<file path="config.mk">
export PLATFORM = sky130hd
export DESIGN_NAME = bridge_irq_agg
export DESIGN_NICKNAME = d
export VERILOG_FILES = /design/src/rtl/birq_pkg.sv /design/src/rtl/birq_w1c_bank.sv /design/src/rtl/birq_msi_decode.sv /design/src/rtl/birq_regs.sv /design/src/rtl/bridge_irq_agg.sv
export SDC_FILE = /design/constraint.sdc
export NUM_CORES = 1
export LEC_CHECK = 0
export BUFFER_PORTS_ARGS = -buffer_cell sky130_fd_sc_hd__buf_2
export CORE_AREA = 10 10 112 164
export CTS_CLUSTER_DIAMETER = 50
export DETAILED_ROUTE_END_ITERATION = 10
export DIE_AREA = 0 0 122 174
export PLACE_DENSITY = 0.75
export SYNTH_ARGS = -nofsm -noshare
export SYNTH_HDL_FRONTEND = slang
export SYNTH_HIERARCHICAL = 1
export SYNTH_SLANG_ARGS = --single-unit
</file>
<file path="constraint.sdc">
create_clock -name clk -period 3.9 [get_ports clk]
set_clock_uncertainty 0.1 [all_clocks]
set_input_delay 0.78 -clock clk [delete_from_list [all_inputs] [get_ports clk]]
set_output_delay 0.78 -clock clk [all_outputs]
set_load 0.01 [all_outputs]
</file>
<file path="src/rtl/birq_pkg.sv">
package birq_pkg;

  localparam int LW          = 32;
  localparam int ERR_N       = 6;
  localparam int INTX_N      = 4;
  localparam int INTX_BASE   = 24;
  localparam int MSI_SUM_BIT = 28;

  typedef enum logic [1:0] {
    RSEL_MASK  = 2'd0,
    RSEL_LSTAT = 2'd1,
    RSEL_MSTAT = 2'd2,
    RSEL_MTGT  = 2'd3
  } rsel_e;

  // Error source k lands at 16..18 (AXI side) and 20..22 (PCIe side).
  function automatic int err_bit(input int k);
    return (k < 3) ? (16 + k) : (17 + k);
  endfunction

  // Bits of the local word that actually exist.
  function automatic logic [LW-1:0] impl_bits();
    logic [LW-1:0] m;
    m = '0;
    for (int k = 0; k < ERR_N; k++)  m[err_bit(k)] = 1'b1;
    for (int j = 0; j < INTX_N; j++) m[INTX_BASE + j] = 1'b1;
    m[MSI_SUM_BIT] = 1'b1;
    return m;
  endfunction

  // Pack raw event inputs into their local-word positions.
  function automatic logic [LW-1:0] local_events(
    input logic [ERR_N-1:0]  err,
    input logic [INTX_N-1:0] intx,
    input logic              msi_any
  );
    logic [LW-1:0] v;
    v = '0;
    for (int k = 0; k < ERR_N; k++)  v[err_bit(k)] = err[k];
    for (int j = 0; j < INTX_N; j++) v[INTX_BASE + j] = intx[j];
    v[MSI_SUM_BIT] = msi_any;
    return v;
  endfunction

endpackage

</file>
<file path="src/rtl/birq_w1c_bank.sv">
module birq_w1c_bank #(
  parameter int W = 32
) (
  input  logic         clk,
  input  logic         rst_n,
  input  logic [W-1:0] set_i,
  input  logic [W-1:0] clr_i,
  output logic [W-1:0] q_o
);

  logic [W-1:0] q_r;

  // One sticky flop per bit; a set in the same cycle beats a clear.
  for (genvar i = 0; i < W; i++) begin : g_bit
    always_ff @(posedge clk or negedge rst_n) begin
      if (!rst_n) q_r[i] <= 1'b0;
      else        q_r[i] <= set_i[i] | (q_r[i] & ~clr_i[i]);
    end
  end

  assign q_o = q_r;

endmodule

</file>
<file path="src/rtl/birq_msi_decode.sv">
module birq_msi_decode #(
  parameter int AW   = 32,
  parameter int DW   = 32,
  parameter int VECS = 32
) (
  input  logic                    valid_i,
  input  logic [AW-1:0]           addr_i,
  input  logic [DW-1:0]           data_i,
  input  logic [AW-1:0]           target_i,
  output logic                    hit_o,
  output logic [$clog2(VECS)-1:0] idx_o,
  output logic [VECS-1:0]         set_o
);

  localparam int IW = $clog2(VECS);

  logic addr_ok;
  logic data_ok;

  assign addr_ok = (addr_i == target_i);
  assign data_ok = (data_i < DW'(VECS));
  assign hit_o   = valid_i && addr_ok && data_ok;
  assign idx_o   = data_i[IW-1:0];
  assign set_o   = hit_o ? (VECS'(1) << idx_o) : '0;

endmodule

</file>
<file path="src/rtl/birq_regs.sv">
module birq_regs
  import birq_pkg::*;
#(
  parameter int            AW      = 32,
  parameter int            VECS    = 32,
  parameter logic [AW-1:0] TGT_RST = '0
) (
  input  logic            clk,
  input  logic            rst_n,
  input  logic            wr_i,
  input  logic            rd_i,
  input  logic [1:0]      idx_i,
  input  logic [LW-1:0]   wdata_i,
  input  logic [LW-1:0]   local_q_i,
  input  logic [VECS-1:0] msi_q_i,
  output logic [LW-1:0]   mask_o,
  output logic [AW-1:0]   target_o,
  output logic [LW-1:0]   local_clr_o,
  output logic [VECS-1:0] msi_clr_o,
  output logic [LW-1:0]   rdata_o,
  output logic            rvalid_o
);

  localparam logic [LW-1:0] IMPL = impl_bits();

  rsel_e         sel;
  logic [LW-1:0] mask_r;
  logic [AW-1:0] tgt_r;
  logic [LW-1:0] rdata_d;
  logic [LW-1:0] rdata_r;
  logic          rvalid_r;

  assign sel = rsel_e'(idx_i);

  always_ff @(posedge clk or negedge rst_n) begin
    if (!rst_n) begin
      mask_r <= '0;
      tgt_r  <= TGT_RST;
    end else if (wr_i) begin
      if (sel == RSEL_MASK) mask_r <= wdata_i & IMPL;
      if (sel == RSEL_MTGT) tgt_r  <= wdata_i[AW-1:0];
    end
  end

  assign local_clr_o = (wr_i && sel == RSEL_LSTAT) ? (wdata_i & IMPL) : '0;
  assign msi_clr_o   = (wr_i && sel == RSEL_MSTAT) ? wdata_i[VECS-1:0] : '0;

  always_comb begin
    rdata_d = '0;
    case (sel)
      RSEL_MASK:  rdata_d = mask_r;
      RSEL_LSTAT: rdata_d = local_q_i;
      RSEL_MSTAT: rdata_d = LW'(msi_q_i);
      RSEL_MTGT:  rdata_d = LW'(tgt_r);
      default:    rdata_d = '0;
    endcase
  end

  always_ff @(posedge clk or negedge rst_n) begin
    if (!rst_n) begin
      rdata_r  <= '0;
      rvalid_r <= 1'b0;
    end else begin
      rvalid_r <= rd_i;
      if (rd_i) rdata_r <= rdata_d;
    end
  end

  assign mask_o   = mask_r;
  assign target_o = tgt_r;
  assign rdata_o  = rdata_r;
  assign rvalid_o = rvalid_r;

endmodule

</file>
<file path="src/rtl/bridge_irq_agg.sv">
module bridge_irq_agg
  import birq_pkg::*;
#(
  parameter int                MSI_AW      = 32,
  parameter int                MSI_DW      = 32,
  parameter int                MSI_VECS    = 32,
  parameter logic [MSI_AW-1:0] MSI_TGT_RST = MSI_AW'(32'h2000_0040)
) (
  input  logic              clk,
  input  logic              rst_n,
  input  logic [5:0]        err_evt_i,
  input  logic [3:0]        intx_evt_i,
  input  logic              msi_wr_i,
  input  logic [MSI_AW-1:0] msi_addr_i,
  input  logic [MSI_DW-1:0] msi_data_i,
  input  logic              reg_wr_i,
  input  logic              reg_rd_i,
  input  logic [1:0]        reg_idx_i,
  input  logic [31:0]       reg_wdata_i,
  output logic [31:0]       reg_rdata_o,
  output logic              reg_rvalid_o,
  output logic              irq_o
);

  localparam int MSI_IW = $clog2(MSI_VECS);

  // Named internal events, observed by the bound checker.
  logic [LW-1:0]       local_q;
  logic [LW-1:0]       local_set;
  logic [LW-1:0]       local_clr;
  logic [MSI_VECS-1:0] msi_q;
  logic [MSI_VECS-1:0] msi_set;
  logic [MSI_VECS-1:0] msi_clr;
  logic                msi_hit;
  logic [MSI_IW-1:0]   msi_idx;
  logic                msi_any;
  logic [LW-1:0]       mask_q;
  logic [MSI_AW-1:0]   tgt_q;

  birq_msi_decode #(
    .AW   (MSI_AW),
    .DW   (MSI_DW),
    .VECS (MSI_VECS)
  ) u_dec (
    .valid_i  (msi_wr_i),
    .addr_i   (msi_addr_i),
    .data_i   (msi_data_i),
    .target_i (tgt_q),
    .hit_o    (msi_hit),
    .idx_o    (msi_idx),
    .set_o    (msi_set)
  );

  birq_w1c_bank #(.W(MSI_VECS)) u_msi_bank (
    .clk   (clk),
    .rst_n (rst_n),
    .set_i (msi_set),
    .clr_i (msi_clr),
    .q_o   (msi_q)
  );

  // Summary follows registered vector state, so it re-asserts after a clear.
  assign msi_any   = |msi_q;
  assign local_set = local_events(err_evt_i, intx_evt_i, msi_any);

  birq_w1c_bank #(.W(LW)) u_local_bank (
    .clk   (clk),
    .rst_n (rst_n),
    .set_i (local_set),
    .clr_i (local_clr),
    .q_o   (local_q)
  );

  birq_regs #(
    .AW      (MSI_AW),
    .VECS    (MSI_VECS),
    .TGT_RST (MSI_TGT_RST)
  ) u_regs (
    .clk         (clk),
    .rst_n       (rst_n),
    .wr_i        (reg_wr_i),
    .rd_i        (reg_rd_i),
    .idx_i       (reg_idx_i),
    .wdata_i     (reg_wdata_i),
    .local_q_i   (local_q),
    .msi_q_i     (msi_q),
    .mask_o      (mask_q),
    .target_o    (tgt_q),
    .local_clr_o (local_clr),
    .msi_clr_o   (msi_clr),
    .rdata_o     (reg_rdata_o),
    .rvalid_o    (reg_rvalid_o)
  );

  assign irq_o = |(local_q & mask_q);

endmodule

</file>
==> impl_metrics.env <==
export IMPL_vdd_drop_max_mv=0.256
export IMPL_grt_pass1_vias=6192
export IMPL_globalplace_congestion=0.864
export IMPL_drc_errors=0
export IMPL_die_area_um2=21200
export IMPL_clk_pin_slew_worst_paths_ns=0.06
export IMPL_drv_slew=0
export IMPL_die_y_um=174
export IMPL_setup_viol=0
export IMPL_antenna_found_initial=0
export IMPL_ys_warn_count=6
export IMPL_drive_above_1_share=0.339
export IMPL_worstMarginPinSlew_ns=0.847
export IMPL_cts_buffer_depth=2
export IMPL_multiInputGateArea_um2=3800
export IMPL_leakage_nw=4.36
export IMPL_critPathCaptureType="register"
export IMPL_max_freq_ghz=0.353
export IMPL_internal_power_mw=2.93
export IMPL_gr_usage_met1=0.226
export IMPL_cts_tree="built"
export IMPL_grt_overflow_total=0
export IMPL_num_vias=5898
export IMPL_dr_pass1_iters=5
export IMPL_detail_route_iter0_violations=521
export IMPL_cts_resized=0
export IMPL_portBuffers=146
export IMPL_arrival_ns=3.08
export IMPL_layout_common_cells="145 x buf_2, 138 x dfrtp_1, 75 x inv_1, 67 x mux2_2, 64 x a21o_1"
export IMPL_dpl_hpwl_um=16500
export IMPL_holdBufCountCts=0
export IMPL_use_met3=0.0480
export IMPL_hold_ws_ns=0.241
export IMPL_cts_setup_buffers=0
export IMPL_num_fill_cells=1358
export IMPL_worstSetupPathType="primary input to register"
export IMPL_p_per_area_nw_per_um2=431
export IMPL_start_util=0.513
export IMPL_antenna_cells=0
export IMPL_nNetsFinal=1015
export IMPL_clkPwrFrac=0.405
export IMPL_regArea_um2=3510
export IMPL_maxCapViolCount=0
export IMPL_die_w_um=122
export IMPL_syn_inst=746
export IMPL_grt_setup_unrepaired="false"
export IMPL_critPathLaunchType="primary input"
export IMPL_cts_root_buf="clkbuf_16"
export IMPL_busiest_layer="met2"
export IMPL_syn_area_um2=7940
export IMPL_rows=56
export IMPL_grt_pass1_wl_um=33700
export IMPL_fin_crit_sh=0.726
export IMPL_crit_fanout=22
export IMPL_syn_to_final_growth_pct=16.8
export IMPL_worstHoldPathType="primary input to asynchronous set/reset pin"
export IMPL_coreArea_um2=15500
export IMPL_grt_start_max_net_pins=60
export IMPL_clock_sinks=140
export IMPL_p_sw_mw=1.07
export IMPL_setup_tns_ns=0
export IMPL_hold_viol_final=0
export IMPL_outcome="completed"
export IMPL_grt_usage=0.205
export IMPL_power_share_sequential=0.434
export IMPL_htree_levels=4
export IMPL_drt_total_wl_um=21800
export IMPL_required_ns=4.15
export IMPL_combPwrFrac=0.161
export IMPL_layout_commonest_cell="buf_2"
export IMPL_ios=147
export IMPL_period_needed_ns=2.83
export IMPL_avgSynthCellArea_um2=10.6
export IMPL_slew_limit_headroom=0.434
export IMPL_cts_buffers_inserted=17
export IMPL_switching_share=0.268
export IMPL_clock_latency_ns=0.41
export IMPL_grt_use_met2=0.357
export IMPL_viasPerCell=5.28
export IMPL_ant_nets=0
export IMPL_wl_per_cell_um=19.5
-- per-layer routing --
| layer | wire [µm] | part of all wire |
|---|---|---|
| met1 | 7980 | 0.37 |
| met2 | 11700 | 0.54 |
| met3 | 1300 | 0.060 |
| met4 | 848 | 0.039 |
| met5 | 0 | 0 |
-- through the flow --
step | power, mW | std cells | cell area [µm²] | setup WS, ns | util
after detailed placement | 2.40 | 1086 | 8690 | 0.686 | 0.561
after CTS | 4.03 | 1117 | 9280 | 1.09 | 0.599
after global routing | 4.17 | 1117 | 9280 | 1.03 | 0.599
final | 4.00 | 1117 | 9280 | 1.07 | 0.599
after global placement | 2.38 | 1086 | 8690 | 0.742 | 0.561
after floorplan | 2.14 | 807 | 8170 | 1.61 | -
-- cell type report --
class	count	area share
clock inverter	11	0.0156
tap	203	0.0274
inverter	75	0.0303
sequential	140	0.378
timing repair buffer	158	0.0905
clock buffer	20	0.0481
multi-input combinational	510	0.410
-- power by group through the flow --
stage	clock (mW)	combinational (mW)	sequential (mW)
after floorplan	0	0.402	1.73
after global placement	0	0.622	1.75
after detailed placement	0	0.637	1.76
after CTS	1.65	0.643	1.74
after global routing	1.71	0.703	1.75
final	1.62	0.644	1.74
-- flip-flops by register name, indices dropped and copies added, names as in the netlist --
register and cells:
u_msi_bank/q_o 32, u_regs/rvalid_o 1, u_regs/mask_o 11, u_regs/target_o 32, u_regs/rdata_o 32, u_local_bank/q_o 32
-- worst paths after layout --
check / start / to / slack (ns) / cells past startpoint
worst min register to register: u_msi_bank/q_o[0] / u_msi_bank/q_o[0] / 0.40 / 1
worst min-delay path: rst_n / u_regs/target_o[9] / 0.24 / 1
worst max register to register: u_regs/target_o[27] / u_msi_bank/q_o[24] / 1.10 / 6
max in group asynchronous: rst_n / u_regs/target_o[16] / 2.71 / 2
worst max-delay path: msi_addr_i[27] / u_msi_bank/q_o[24] / 1.07 / 7
min in group clk: u_msi_bank/q_o[0] / u_msi_bank/q_o[0] / 0.40 / 1
-- critical path, stage by stage --
cell,delay (ns)
buf_2,0.11
xnor2_1,0.47
nand4_1,0.30
or3_1,0.66
buf_4,0.35
nor4_2,0.29
a21o_1,0.12
(Power assumes the default switching activity.)
